==> src/rtl/pwm_pkg.sv <==
// Package: shared types and constants of the deferred-control PWM.
// Assumes an 8-bit control byte with the field layout given by R2.
package pwm_pkg;
    typedef struct packed {
        logic       en;
        logic       frc;
        logic       lvl;
        logic       rsv;
        logic [3:0] sel;
    } pwm_ctrl_t;

    localparam logic [7:0] CTRL_RESET = 8'h20;
endpackage

==> src/rtl/pwm_prescaler.sv <==
// Prescaler: a free-running binary divider that emits one tick every
// 2^sel clocks while run is high. It is held at zero while run is low.
// Assumes sel < DIV_W + 1.
module pwm_prescaler #(
    parameter int DIV_W = 15,
    parameter int SEL_W = 4
) (
    input  logic             clk,
    input  logic             rst_n,
    input  logic             run,
    input  logic [SEL_W-1:0] sel,
    output logic             tick,
    output logic [DIV_W-1:0] div_cnt
);
    logic [DIV_W-1:0] mask;

    // Build the low-bit mask whose bits are all set when a tick is due.
    for (genvar i = 0; i < DIV_W; i++) begin : g_mask
        assign mask[i] = (int'(sel) > i);
    end

    // Advance the divider while running, clear it while stopped.
    always_ff @(posedge clk) begin
        if (!rst_n || !run) div_cnt <= '0;
        else                div_cnt <= div_cnt + 1'b1;
    end

    // Tick when every masked low bit of the divider is set.
    always_comb tick = run && ((div_cnt & mask) == mask);
endmodule

==> src/rtl/pwm_period.sv <==
// Period counter: counts prescaler ticks and flags the tick on which it
// wraps from its maximum back to zero. It is held at zero while run is low.
module pwm_period #(
    parameter int CNT_W = 8
) (
    input  logic             clk,
    input  logic             rst_n,
    input  logic             run,
    input  logic             tick,
    output logic [CNT_W-1:0] count,
    output logic             wrap
);
    localparam logic [CNT_W-1:0] CNT_MAX = '1;

    // Step the period count on each tick, clear it while stopped.
    always_ff @(posedge clk) begin
        if (!rst_n || !run) count <= '0;
        else if (tick)      count <= count + 1'b1;
    end

    // Cycle boundary: a tick while the count is at its maximum.
    always_comb wrap = tick && (count == CNT_MAX);
endmodule

==> src/rtl/pwm_regs.sv <==
// Register bank: shadow copies of control and width, written by software,
// and active copies that drive the channel. Active copies load from the
// shadow at a wrap. They load at once when the channel is disabled, or
// when the write disables it.
module pwm_regs
    import pwm_pkg::*;
#(
    parameter int CNT_W = 8
) (
    input  logic             clk,
    input  logic             rst_n,
    input  logic             reg_addr,
    input  logic             reg_we,
    input  logic [7:0]       reg_wdata,
    input  logic             wrap,
    output pwm_ctrl_t        ctrl_shadow,
    output pwm_ctrl_t        ctrl_active,
    output logic [CNT_W-1:0] width_shadow,
    output logic [CNT_W-1:0] width_active
);
    pwm_ctrl_t wr_ctrl;
    logic      ctrl_wr;
    logic      width_wr;
    logic      ctrl_now;

    // Decode the write and mask off the reserved bit.
    always_comb begin
        ctrl_wr      = reg_we && !reg_addr;
        width_wr     = reg_we && reg_addr;
        wr_ctrl      = pwm_ctrl_t'(reg_wdata);
        wr_ctrl.rsv  = 1'b0;
        ctrl_now     = ctrl_wr && (!wr_ctrl.en || !ctrl_active.en);
    end

    // Software-visible shadow registers.
    always_ff @(posedge clk) begin
        if (!rst_n) begin
            ctrl_shadow  <= pwm_ctrl_t'(CTRL_RESET);
            width_shadow <= '0;
        end else begin
            if (ctrl_wr)  ctrl_shadow  <= wr_ctrl;
            if (width_wr) width_shadow <= reg_wdata[CNT_W-1:0];
        end
    end

    // Active control: immediate on enable change from idle or on disable,
    // otherwise at the period wrap.
    always_ff @(posedge clk) begin
        if (!rst_n)                         ctrl_active <= pwm_ctrl_t'(CTRL_RESET);
        else if (ctrl_now)                  ctrl_active <= wr_ctrl;
        else if (ctrl_active.en && wrap)    ctrl_active <= ctrl_shadow;
    end

    // Active width: tracks the shadow while idle, otherwise loads at wrap.
    always_ff @(posedge clk) begin
        if (!rst_n)                  width_active <= '0;
        else if (!ctrl_active.en)    width_active <= width_wr ? reg_wdata[CNT_W-1:0] : width_shadow;
        else if (wrap)               width_active <= width_shadow;
    end
endmodule

==> src/rtl/pwm_deferred.sv <==
// Top: a single-channel PWM with deferred control updates. It joins the
// register bank, the prescaler and the period counter, and forms the pin.
// Assumes CNT_W <= 8, so the width fits the 8-bit data bus.
module pwm_deferred
    import pwm_pkg::*;
#(
    parameter int CNT_W = 8,
    parameter int DIV_W = 15,
    parameter int SEL_W = 4
) (
    input  logic       clk,
    input  logic       rst_n,
    input  logic       reg_addr,
    input  logic       reg_we,
    input  logic [7:0] reg_wdata,
    output logic [7:0] reg_rdata,
    output logic       pwm_out
);
    pwm_ctrl_t        ctrl_shadow;
    pwm_ctrl_t        ctrl_active;
    logic [CNT_W-1:0] width_shadow;
    logic [CNT_W-1:0] width_active;
    logic [CNT_W-1:0] count;
    logic [DIV_W-1:0] div_cnt;
    logic             tick;
    logic             wrap;

    pwm_regs #(.CNT_W(CNT_W)) u_regs (
        .clk(clk), .rst_n(rst_n), .reg_addr(reg_addr), .reg_we(reg_we),
        .reg_wdata(reg_wdata), .wrap(wrap), .ctrl_shadow(ctrl_shadow),
        .ctrl_active(ctrl_active), .width_shadow(width_shadow),
        .width_active(width_active)
    );

    pwm_prescaler #(.DIV_W(DIV_W), .SEL_W(SEL_W)) u_presc (
        .clk(clk), .rst_n(rst_n), .run(ctrl_active.en),
        .sel(ctrl_active.sel[SEL_W-1:0]), .tick(tick), .div_cnt(div_cnt)
    );

    pwm_period #(.CNT_W(CNT_W)) u_period (
        .clk(clk), .rst_n(rst_n), .run(ctrl_active.en), .tick(tick),
        .count(count), .wrap(wrap)
    );

    // Read mux over the shadow registers.
    always_comb reg_rdata = reg_addr ? 8'(width_shadow) : ctrl_shadow;

    // Pin: idle level when disabled, high under force, else compare.
    always_comb begin
        if (!ctrl_active.en)     pwm_out = ctrl_active.lvl;
        else if (ctrl_active.frc) pwm_out = 1'b1;
        else                     pwm_out = (count < width_active);
    end
endmodule

==> config.mk <==
export PLATFORM = sky130hd
export DESIGN_NAME = pwm_deferred
export DESIGN_NICKNAME = d
export VERILOG_FILES = /design/src/rtl/pwm_pkg.sv /design/src/rtl/pwm_prescaler.sv /design/src/rtl/pwm_period.sv /design/src/rtl/pwm_regs.sv /design/src/rtl/pwm_deferred.sv
export SDC_FILE = /design/constraint.sdc
export NUM_CORES = 1
export LEC_CHECK = 0
export BUFFER_PORTS_ARGS = -buffer_cell sky130_fd_sc_hd__buf_4
export CORE_MARGIN = 3
export CORE_UTILIZATION = 50
export DETAILED_ROUTE_END_ITERATION = 10
export GPL_ROUTABILITY_DRIVEN = 1
export HOLD_SLACK_MARGIN = 0.08
export PLACE_DENSITY = 0.68
export SYNTH_ARGS = -nofsm -noshare
export SYNTH_HDL_FRONTEND = slang
export SYNTH_HIERARCHICAL = 1
export SYNTH_SLANG_ARGS = --single-unit
==> constraint.sdc <==
create_clock -name clk -period 3.2 [get_ports clk]
set_input_delay 0.16 -clock clk [delete_from_list [all_inputs] [get_ports clk]]
set_output_delay 0.16 -clock clk [all_outputs]
set_load 0.02 [all_outputs]
==> results.toml <==
[synthesis]
synth_cells = 300
syn_avg_cell_area_sq_um = 9.05
synth_warnings = 6
synthesis.area_sq_um = 2710
syn_nets = 321

[die]
rows = 26
fp.dieW_um = 79.7
ioPinCount = 21
die-area_sq_um = 6350
initial_core_util_pct = 52.5
die_h_um = 79.7
core-area_sq_um = 5170

[route]
antenna_left = 0
first_pass_iters = 4
drcViolationCount = 0
vias = 2108
routed_via_density = 5.41
drt-initial-drc-count = 151
wire_per_inst_um = 13.9
routed_wl_mm = 5.42

[placed_design]
place_area_sq_um = 2880
pre_cts_slack_ns = 0.506
gp_congestion = 0.856
place.port_buffers = 20
dpl.hpwl_mm = 4.00

[setup_path]
slowest_stage = "a2111oi_1"
arrival_ns = 2.87
crit_path_end_kind = "flip-flop"
crit_type = "reg2reg"
crit_path_start_kind = "flip-flop"
crit_chain = "nor2_1 -> o21ai_0 -> nor3_1 -> nand2_1 -> a2111oi_1 -> buf_4 -> nand3_1 -> nor3_1 -> buf_4 -> nand2_2 -> mux2i_1 -> a31oi_1"
cp_max_fo = 9
cp_data_required_time_ns = 3.38
critPathMaxStageDelay_ns = 0.41

[cts]
clock_sinks = 53
cts.path.max_buffers = 2
cts_buffers = 5
clk_pin_slew_worst_paths_ns = 0.10
root_buffer = "clkbuf_8"
cts_htree_levels = 2
cts_resized = 0
postCtsSetupRepairBufs = 0
clock_latency_ns = 0.30
cts_tree = "built"
cts_hold_buf = 0

[sta]
final_hold_viol_count = 0
layout_min_cycle_time_ns = 2.69
setup_ws_ns = 0.510
clock.fmax_mhz = 372
setup_viol_count_final = 0
rsz0062_at_grt = "false"
worst_slew_margin_rel_pct = 53.9
min_period_over_period_pct = 84.1
fin_setup_tns_ns = 0
worst_pin_slew_ns = 0.690
fin_skew_ns = 0.00622
maxSlewViolCount = 0

[cells_and_area]
n_antenna_cell = 0
nets = 340
finish.utilization_pct = 57.9
fillCellCount = 471
areaGrowthSynthToFinish_pct = 10.4
drive_above_1_share_pct = 17.5
stdcell_area_sq_um = 3000

[run_status]
outcome = "complete, no violations"

[global_routing]
grt_overflow = 0
grt_pass1_wl_mm = 9.42
first_global_vias = 2049
antenna_found_initial = 0
grt_max_degree = 36
grt_usage_pct = 18.6

[min_path]
hp-class = "in2reg"

[pwr]
power_per_cell_area_nw_per_um2 = 437
ir_drop_mv = 0.249
p_leak_nw = 1.12
power.total_w = 0.00131

[flow_run]
drv_cap = 0
-- report_power, final --
part	leakage [nW]	internal, W	switching (W)
sequential	0.431	0.000680	0.0000187
combinational	0.630	0.0000621	0.0000743
clock	0.0574	0.000255	0.000218
-- final timing paths --
check	slack, ns	cells past startpoint	endpoint	start
worst max-delay path	0.51	12	u_regs/ctrl_active[5]$_SDFFE_PN1P_	u_regs/ctrl_active[2]$_SDFFE_PN0P_
worst max register to register	0.51	12	u_regs/ctrl_active[5]$_SDFFE_PN1P_	u_regs/ctrl_active[2]$_SDFFE_PN0P_
worst min register to register	0.48	2	u_regs/ctrl_shadow[7]$_SDFFE_PN0P_	u_regs/ctrl_shadow[7]$_SDFFE_PN0P_
worst min-delay path	0.1	3	u_regs/ctrl_shadow[5]$_SDFFE_PN1P_	reg_wdata[5]
-- final cells by class --
type	count	area, sq um	share of cell area, %
clock buffers	6	82.6	2.76
clock inverters	2	37.5	1.25
repair buffers	23	173	5.76
multi-input cells	224	1510	50.4
well taps	70	87.6	2.92
flip-flops and latches	53	1060	35.4
inverters	12	45.0	1.50
-- layout by cell type (no fill, tap or decap), types with 9 or more instances in the layout --
cell type and count:
nor2_1 23, o21ai_0 11, a21oi_1 14, inv_1 12, dfxtp_1 53, nand2_1 47, ha_1 9, mux2i_1 23
buf_4 23
-- sequential cells by signal, summed over array words and instances (netlist names) --
register and flops:
u_period/count 8, u_regs/ctrl_active 7, u_presc/div_cnt 15, u_regs/width_shadow 8, u_regs/ctrl_shadow 7, u_regs/width_active 8
-- critical path: cells and delay by family (launching register included) --
kind / cells / cell delay [ns]
AO/OA/AOI/OAI: 3 / 0.61
multiplexers: 1 / 0.18
buffers and inverters: 2 / 0.46
AND/OR/NAND/NOR: 6 / 0.92
flip-flops: 1 / 0.38
-- through the flow --
step           std cells  hold slack, ns
2_1_floorplan        300           0.283
3_3_place_gp         382           0.410
3_5_place_dp         382           0.416
4_1_cts              390          0.0861
5_1_grt              390          0.0976
6_report             390          0.0965
-- metal layers --
layer  GRT usage [%]  wire [um]  vias to the layer above  part of all wire [%]
met2            31.7       2500                       45                    46
li1                -          -                     1077                     -
met1            23.9       2650                      981                    49
met5               0          0                        -                     0
met4            4.12         53                        0                  0.98
met3            4.06        220                        5                   4.1
No activity file was read; power rests on OpenSTA's default activity.
